$ cat src/rtl/aes3_cs_pkg.sv
package aes3_cs_pkg;
  typedef enum logic [1:0] {
    PRE_Z    = 2'b00,
    PRE_X    = 2'b01,
    PRE_Y    = 2'b10,
    PRE_NONE = 2'b11
  } pre_e;
endpackage

$ cat src/rtl/aes3_frame_tracker.sv
module aes3_frame_tracker
  import aes3_cs_pkg::*;
#(
  parameter int FRAMES    = 192,
  parameter int START_AT  = 2,
  parameter int START_LEN = 16,
  localparam int CW = $clog2(FRAMES)
) (
  input  logic          clk,
  input  logic          rst,
  input  logic          sf_valid,
  input  logic [1:0]    sf_pre,
  output logic [CW-1:0] frame_cnt,
  output logic          synced,
  output logic          wr_en,
  output logic          wr_ch,
  output logic [CW-1:0] wr_idx,
  output logic          commit,
  output logic          blk_err,
  output logic          blk_start
);
  localparam logic [CW-1:0] LAST  = CW'(FRAMES - 1);
  localparam logic [CW-1:0] WIN_LO = CW'(START_AT);
  localparam logic [CW-1:0] WIN_HI = CW'(START_AT + START_LEN);

  pre_e pre;
  logic is_z, is_x, is_y;
  logic [CW-1:0] cnt_q;
  logic synced_q, good_q, err_q, start_q, commit_q;

  assign pre  = pre_e'(sf_pre);
  assign is_z = sf_valid && (pre == PRE_Z);
  assign is_x = sf_valid && (pre == PRE_X);
  assign is_y = sf_valid && (pre == PRE_Y);

  // frame index that the current subframe belongs to
  always_comb begin
    wr_en  = is_z || ((is_x || is_y) && synced_q);
    wr_ch  = is_y;
    if (is_z)
      wr_idx = '0;
    else if (is_x)
      wr_idx = (cnt_q == LAST) ? '0 : cnt_q + CW'(1);
    else
      wr_idx = cnt_q;
  end

  always_ff @(posedge clk) begin
    if (rst) begin
      cnt_q    <= '0;
      synced_q <= 1'b0;
      good_q   <= 1'b0;
      err_q    <= 1'b0;
      start_q  <= 1'b0;
      commit_q <= 1'b0;
    end else begin
      commit_q <= is_y && synced_q && good_q && (cnt_q == LAST);
      start_q  <= synced_q && (cnt_q >= WIN_LO) && (cnt_q < WIN_HI);
      if (is_z) begin
        if (synced_q) err_q <= (cnt_q != LAST);
        cnt_q    <= '0;
        synced_q <= 1'b1;
        good_q   <= 1'b1;
      end else if (is_x && synced_q) begin
        if (cnt_q == LAST) begin
          cnt_q  <= '0;
          good_q <= 1'b0;
          err_q  <= 1'b1;
        end else begin
          cnt_q <= cnt_q + CW'(1);
        end
      end
    end
  end

  assign frame_cnt = cnt_q;
  assign synced    = synced_q;
  assign commit    = commit_q;
  assign blk_err   = err_q;
  assign blk_start = start_q;
endmodule

$ cat src/rtl/aes3_cs_collector.sv
module aes3_cs_collector #(
  parameter int CS_BYTES = 5,
  parameter int IDXW     = 8,
  localparam int NCH     = 2,
  localparam int CS_BITS = CS_BYTES * 8,
  localparam int CBW     = $clog2(CS_BITS),
  localparam int DEPTH   = NCH * CS_BYTES,
  localparam int AW      = $clog2(DEPTH),
  localparam int BW      = $clog2(CS_BYTES)
) (
  input  logic            clk,
  input  logic            rst,
  input  logic            wr_en,
  input  logic            wr_ch,
  input  logic [IDXW-1:0] wr_idx,
  input  logic            cbit,
  input  logic            commit,
  input  logic            rd_ch,
  input  logic [BW-1:0]   rd_byte,
  output logic [7:0]      rd_data,
  output logic            nonaudio
);
  localparam logic [IDXW-1:0] IDX_LIM = IDXW'(CS_BITS);
  localparam logic [AW-1:0]   A_LIM   = AW'(DEPTH);
  localparam logic [AW-1:0]   A_STEP  = AW'(CS_BYTES);

  logic [CS_BITS-1:0] work_q [NCH];
  logic [7:0]         mem_q  [DEPTH];
  logic [AW-1:0]      rd_addr;
  logic [7:0]         rd_q;
  logic               na_q;

  // per-channel working store, bit k = status bit of frame k
  for (genvar ch = 0; ch < NCH; ch++) begin : g_work
    always_ff @(posedge clk) begin
      if (rst)
        work_q[ch] <= '0;
      else if (wr_en && (wr_ch == 1'(ch)) && (wr_idx < IDX_LIM))
        work_q[ch][wr_idx[CBW-1:0]] <= cbit;
    end
  end

  always_ff @(posedge clk) begin
    if (rst) begin
      for (int i = 0; i < DEPTH; i++) mem_q[i] <= '0;
      na_q <= 1'b0;
    end else if (commit) begin
      for (int c = 0; c < NCH; c++)
        for (int b = 0; b < CS_BYTES; b++)
          mem_q[c*CS_BYTES + b] <= work_q[c][8*b +: 8];
      na_q <= work_q[0][1];
    end
  end

  assign rd_addr = (rd_ch ? A_STEP : '0) + AW'(rd_byte);

  always_ff @(posedge clk) begin
    if (rst)
      rd_q <= '0;
    else
      rd_q <= (rd_addr < A_LIM) ? mem_q[rd_addr] : '0;
  end

  assign rd_data  = rd_q;
  assign nonaudio = na_q;
endmodule

$ cat src/rtl/aes3_cu_serializer.sv
module aes3_cu_serializer #(
  parameter int SYNC = 2
) (
  input  logic clk,
  input  logic rst,
  input  logic lrck,
  input  logic sf_valid,
  input  logic cbit,
  input  logic ubit,
  output logic c_out,
  output logic u_out,
  output logic lr_edge
);
  logic [SYNC:0] lr_q;
  logic hold_c, hold_u, c_q, u_q;

  always_ff @(posedge clk) begin
    if (rst) begin
      lr_q   <= '0;
      hold_c <= 1'b0;
      hold_u <= 1'b0;
      c_q    <= 1'b0;
      u_q    <= 1'b0;
    end else begin
      lr_q <= {lr_q[SYNC-1:0], lrck};
      if (sf_valid) begin
        hold_c <= cbit;
        hold_u <= ubit;
      end
      if (lr_edge) begin
        c_q <= hold_c;
        u_q <= hold_u;
      end
    end
  end

  assign lr_edge = lr_q[SYNC] ^ lr_q[SYNC-1];
  assign c_out   = c_q;
  assign u_out   = u_q;
endmodule

$ cat src/rtl/aes3_cs_extract.sv
module aes3_cs_extract #(
  parameter int FRAMES    = 192,
  parameter int START_AT  = 2,
  parameter int START_LEN = 16,
  parameter int CS_BYTES  = 5,
  parameter int LR_SYNC   = 2,
  localparam int CW = $clog2(FRAMES),
  localparam int BW = $clog2(CS_BYTES)
) (
  input  logic          clk,
  input  logic          rst,
  input  logic          sf_valid,
  input  logic [1:0]    sf_pre,
  input  logic          sf_cbit,
  input  logic          sf_ubit,
  input  logic          lrck,
  input  logic          rd_ch,
  input  logic [BW-1:0] rd_byte,
  output logic          blk_start,
  output logic          blk_err,
  output logic          c_out,
  output logic          u_out,
  output logic          nonaudio,
  output logic [7:0]    rd_data
);
  logic [CW-1:0] frame_cnt;
  logic          synced, wr_en, wr_ch, commit, lr_edge;
  logic [CW-1:0] wr_idx;

  aes3_frame_tracker #(
    .FRAMES(FRAMES), .START_AT(START_AT), .START_LEN(START_LEN)
  ) u_track (
    .clk(clk), .rst(rst), .sf_valid(sf_valid), .sf_pre(sf_pre),
    .frame_cnt(frame_cnt), .synced(synced), .wr_en(wr_en), .wr_ch(wr_ch),
    .wr_idx(wr_idx), .commit(commit), .blk_err(blk_err), .blk_start(blk_start)
  );

  aes3_cs_collector #(
    .CS_BYTES(CS_BYTES), .IDXW(CW)
  ) u_coll (
    .clk(clk), .rst(rst), .wr_en(wr_en), .wr_ch(wr_ch), .wr_idx(wr_idx),
    .cbit(sf_cbit), .commit(commit), .rd_ch(rd_ch), .rd_byte(rd_byte),
    .rd_data(rd_data), .nonaudio(nonaudio)
  );

  aes3_cu_serializer #(
    .SYNC(LR_SYNC)
  ) u_ser (
    .clk(clk), .rst(rst), .lrck(lrck), .sf_valid(sf_valid),
    .cbit(sf_cbit), .ubit(sf_ubit), .c_out(c_out), .u_out(u_out),
    .lr_edge(lr_edge)
  );
endmodule

$ cat config.mk
export PLATFORM = sky130hd
export DESIGN_NAME = aes3_cs_extract
export DESIGN_NICKNAME = d
export VERILOG_FILES = /design/src/rtl/aes3_cs_pkg.sv /design/src/rtl/aes3_frame_tracker.sv /design/src/rtl/aes3_cs_collector.sv /design/src/rtl/aes3_cu_serializer.sv /design/src/rtl/aes3_cs_extract.sv
export SDC_FILE = /design/constraint.sdc
export NUM_CORES = 1
export LEC_CHECK = 0
export BUFFER_PORTS_ARGS = -buffer_cell sky130_fd_sc_hd__buf_2
export CORE_ASPECT_RATIO = 1.4
export CORE_MARGIN = 8
export CORE_UTILIZATION = 60
export CTS_BUF_LIST = sky130_fd_sc_hd__clkbuf_8
export DETAILED_ROUTE_END_ITERATION = 8
export PLACE_DENSITY = 0.74
export SETUP_SLACK_MARGIN = 0.5
export SYNTH_ARGS = -nofsm -noshare
export SYNTH_HDL_FRONTEND = slang
export SYNTH_HIERARCHICAL = 1
export SYNTH_SLANG_ARGS = --single-unit
$ cat constraint.sdc
create_clock -name clk -period 2.9 [get_ports clk]
set_input_delay 0 -clock clk [delete_from_list [all_inputs] [get_ports clk]]
set_output_delay 0 -clock clk [all_outputs]
set_load 0.01 [all_outputs]
Word-level counts from Yosys, hierarchy flattened
Memories as Yosys holds them, arrays and structs flattened. A register that Yosys moved wholly into a read port is not among the register bits. Cells that the tools add are included.

Register bits after elaboration: 21. Bits in latches: 0. Bits in writable memories: 160. ROM bits: 0. Input bits: 12. Output and inout port bits: 13. Memories: 2.

Add/subtract/negate cells: 2. $mul: 0. Div/mod/pow operators: 0. $lt $le $gt $ge: 6. Equal/unequal tests: 5. Shift-type cells: 0. Multiplexer cells: 114. Bitwise gates (word level): 93. Reductions and logical operators: 24.

Memories: u_coll.mem_q (depth 10, width 8, read ports 1, clocked after Yosys merged registers in 1, write ports 10, RTL line aes3_cs_collector.sv:28) `logic [7:0] mem_q [DEPTH];`; u_coll.work_q (depth 2, width 40, read ports 2, clocked after Yosys merged registers in 0, write ports 2, RTL line aes3_cs_collector.sv:27) `logic [CS_BITS-1:0] work_q [NCH];`.

Operators by type and width (number): $mux W8 (13); $mux W1 (97); $or A1 B1 Y1 (90); $mux W40 (2); $logic_and A1 B1 Y1 (15); $add A8 B1 Y8 const B (1); $eq A8 B8 Y1 const B (1); $ge A8 B2 Y1 const B (1); $lt A8 B5 Y1 const B (1); $lt A8 B6 Y1 const B (1); $ne A8 B8 Y1 const B (1); $lt A6 B7 Y1 const B (1); $demux W1 S6 (1); $ge A6 B1 Y1 const B (1); $add A4 B3 Y4 (1); $lt A4 B4 Y1 const B (1); $reduce_bool A2 Y1 (2); $reduce_or A2 Y1 (2); $mux W3 (1); $reduce_and A3 Y1 (1); $eq A2 B1 Y1 const B (1); $eq A2 B2 Y1 const B (1); $logic_not A2 Y1 (1); $logic_or A1 B1 Y1 (2); 4 further kinds (5).

Longest topological paths before layout
Depth after elaboration: 11. Gate-level depth with buffers: 11. Mapped depth without buffers: 9.

Modules after synthesis
Netlist, hierarchy kept.

By module, submodules not included: aes3_cs_collector (times used 1, cells an instance 567, area an instance 7662.3 µm²); aes3_frame_tracker (times used 1, cells an instance 122, area an instance 902.1 µm²); aes3_cu_serializer (times used 1, cells an instance 22, area an instance 251.5 µm²).

Worst setup path after synthesis
OpenSTA, ideal clock, no wires.

Path type: reg-to-reg. From: reg u_track.cnt_q[3], in the netlist u_track/frame_cnt[3]. To: mem u_coll/work_q[1][7] in the netlist's numbering (enable). Arrival: 2258 ps. Setup slack: 349 ps. Stages on the path, launching flop included: 11. Path buffers: 2. Period minus slack after synthesis: 2551 ps. Cell sequence: dfxtp_1 clkbuf_1 nand4_1 o21a_1 o211ai_1 nand2_1 or2_2 nor4_4 and2_1 buf_2 a41o_1.

RTL lines: start, declared (RTL line aes3_frame_tracker.sv:28) `logic [CW-1:0] cnt_q;`; start signal, assigned (RTL line aes3_frame_tracker.sv:70) `cnt_q <= cnt_q + CW'(1);`; end, declared (RTL line aes3_cs_collector.sv:27).

==> summary.txt <==
Floorplan
  – Core area: 14,400 sq um
  – Cell row count: 52
  – Die area: 18,900 sq um
  – Die width: 118 um
  – Initial Util: 61.0%
  – Die Ht: 159 um
  – Num ports: 25

Layout
  – Post-route cell area: 10,100 sq um
  – Area delta synth->final: 14.7%
  – Non-Filler Instances: 954
  – Final Core Density: 70.0%
  – Layout cells sized above 1: 21.6%
  – Nets: 769
  – # diodes: 0
  – Filler cell count: 981

Setup path
  – Family with the most delay on the worst path: simple AND/OR/NAND/NOR gates
  – Crit Path Max Fanout: 9
  – Worst path max stage delay: 410 ps
  – Critical path cell sequence: and4_4 -> nand3_4 -> nand2_2 -> o21ai_2 -> o21a_4 -> nor4_4 -> buf_6 -> and2_4 -> a41o_1
  – Worst Path Buf+Inv: 1
  – Setup CP Type: reg2reg
  – Worst setup SP type: flip-flop
  – R2r worst-path depth: 9
  – R2R setup slack: 430 ps
  – Setup crit end kind: flip-flop
  – CP max stage cell: dfxtp_4
  – Worst Path Arrival: 2620 ps
  – Worst EP required: 3060 ps
  – Cell count along the critical path: 9

Timing
  – Post-route setup TNS: 0 ps
  – Period utilisation layout: 85.0%
  – Worst slew pin tran: 822 ps
  – Final hold vios: 0
  – RSZ-0062 raised after global routing: yes
  – Minimum clock period: 2470 ps
  – Final number of setup-violating endpoints: 0
  – Max_slew headroom: 45.2%
  – Achievable frequency: 406 MHz
  – Fin Clk Skew: 12.6 ps
  – Count of final max-slew check failures: 0

Placed design
  – GPL Wtd Cong: 0.841
  – Dpl cells: 897
  – DP Area: 9170 sq um
  – PortBufs: 24
  – Dpl hpwl: 11.6 mm

Power and ir drop
  – Max VDD drop: 294 uV
  – Register share of total power: 59.9%
  – P_sw: 1.18 mW
  – Lkg Pwr: 3.64 nW
  – PD cells: 509 nW/um^2
  – Comb power frac: 8.1%
  – Clock share of power: 32.0%
  – Sw Ratio: 23.0%
  – Cell internal pwr: 3.96 mW

Detailed routing
  – Met2 WL: 9.49 mm
  – Via/cell ratio: 5.87
  – Per-cell routed wire length: 19.0 um
  – Drt first pass iters: 7
  – Post-DRT Antenna Nets: 0
  – DR iter-0 viols: 537
  – DR top layer: met4
  – Post-Route WL: 18.1 mm
  – Met1 WL: 7.13 mm
  – Met3 routed WL: 944 um
  – Drc violations: 0
  – Via count: 5,604

Global routing
  – Total congestion overflow: 0
  – Initial antenna violation count: 0
  – Global Route Usage Sum: 18.9%
  – Largest net degree at the start of global routing: 81
  – First-pass GRT wire length: 28.4 mm
  – Vias in the first global route: 5,440

Yosys
  – Mapped Cells: 710
  – Post-Synthesis Cell Area: 8810 sq um
  – Yosys warnings: 6
  – Syn_area_per_cell: 12.4 sq um
  – Syn_nets: 727

Worst hold path
  – Worst min-delay path class: in2reg
  – Hold path depth: 3

Clocking
  – CTS tree: yes
  – H-tree depth: 4
  – Clk slew on worst S/H paths: 90 ps
  – Worst-Skew Late Latency: 440 ps
  – Total CTS buffers: 17
  – Clk root buf: clkbuf_8
  – Worst-case clock buffer depth: 2
  – Clk sinks: 189

Outcome
  – Status: complete, no violations

Job
  – Max_cap viols: 0
==> repair_timing <==
item	4_1_cts	5_1_grt
resized for setup	33	49
hold buffers	8	0
hold endpoints to repair	7	0
buffers inserted	9	8
pin swaps	8	29
setup endpoints to repair	160	160
==> power by group through the flow <==
stage / clock [mW] / combinational, mW / sequential (mW)
finish: 1.64 / 0.417 / 3.08
global route: 1.78 / 0.449 / 3.09
CTS: 1.68 / 0.406 / 3.08
detailed placement: 0 / 0.393 / 3.15
global placement: 0 / 0.383 / 3.14
floorplan: 0 / 0.274 / 3.14
==> routing by layer <==
layer	up-vias	global-route usage, %
met5	-	0
met4	0	7.10
met3	36	3.76
met2	202	33.5
met1	2726	22.2
li1	2640	-
==> metrics by stage <==
step	setup WS [ps]	total power, mW	hold WS [ps]
final	435	5.14	72.8
after global routing	379	5.32	50.2
after CTS	499	5.17	41.6
after detailed placement	100	3.54	218
after global placement	196	3.52	216
after floorplan	515	3.42	66.2
==> layout by cell type (no fill, tap or decap), types with 3 or more instances in the layout <==
cell,instances
a31o_2,3
inv_6,5
dlygate4sd3_1,8
dfxtp_4,5
o21ai_1,3
nor2_1,92
o311a_1,8
nand2_4,7
buf_12,4
edfxtp_1,160
inv_1,9
nand3_1,7
and2_1,88
o21ai_0,5
clkbuf_8,18
o21bai_1,66
dfxtp_1,23
nand2_1,25
nand3b_1,4
ha_1,4
clkinvlp_4,5
mux4_1,16
o21bai_4,6
nor3_1,5
mux2i_1,12
nor3b_1,3
buf_4,33
nand2b_1,8
buf_2,24
buf_6,6
nand2_2,12
nor2b_1,14
a21o_1,7
a21oi_1,11
==> worst register-to-register path, cell delays in order, from the launching register on <==
cell     delay (ps)
dfxtp_4         410
and4_4          280
nand3_4         140
nand2_2         120
o21ai_2         110
o21a_4          250
nor4_4          270
buf_6           200
and2_4          220
a41o_1          200
==> final timing paths <==
path | startpoint | end
hold reg to reg | u_ser/lr_q[0] | u_ser/lr_q[1]
hold / removal | rst | u_coll/nonaudio
setup / recovery | u_track/frame_cnt[4] | u_coll/work_q[1][7]
setup reg to reg | u_track/frame_cnt[4] | u_coll/work_q[1][7]
==> final cells by class <==
type / count / area [sq um] / area share, %
repair buffers: 76 / 611 / 6.04
clock buffers: 18 / 248 / 2.45
well taps: 189 / 236 / 2.34
inverters: 10 / 37.5 / 0.371
multi-input cells: 458 / 3440 / 34.0
flip-flops and latches: 189 / 5410 / 53.5
clock inverters: 14 / 131 / 1.30
==> state kept, by name, summed over array words and instances, names as in the netlist, 3 cells and up <==
register           flops
u_coll/mem_q          80
u_coll/rd_data         8
u_coll/work_q         80
u_ser/lr_q             3
u_track/frame_cnt      8
Note: power is estimated with default switching activity, not from simulation.
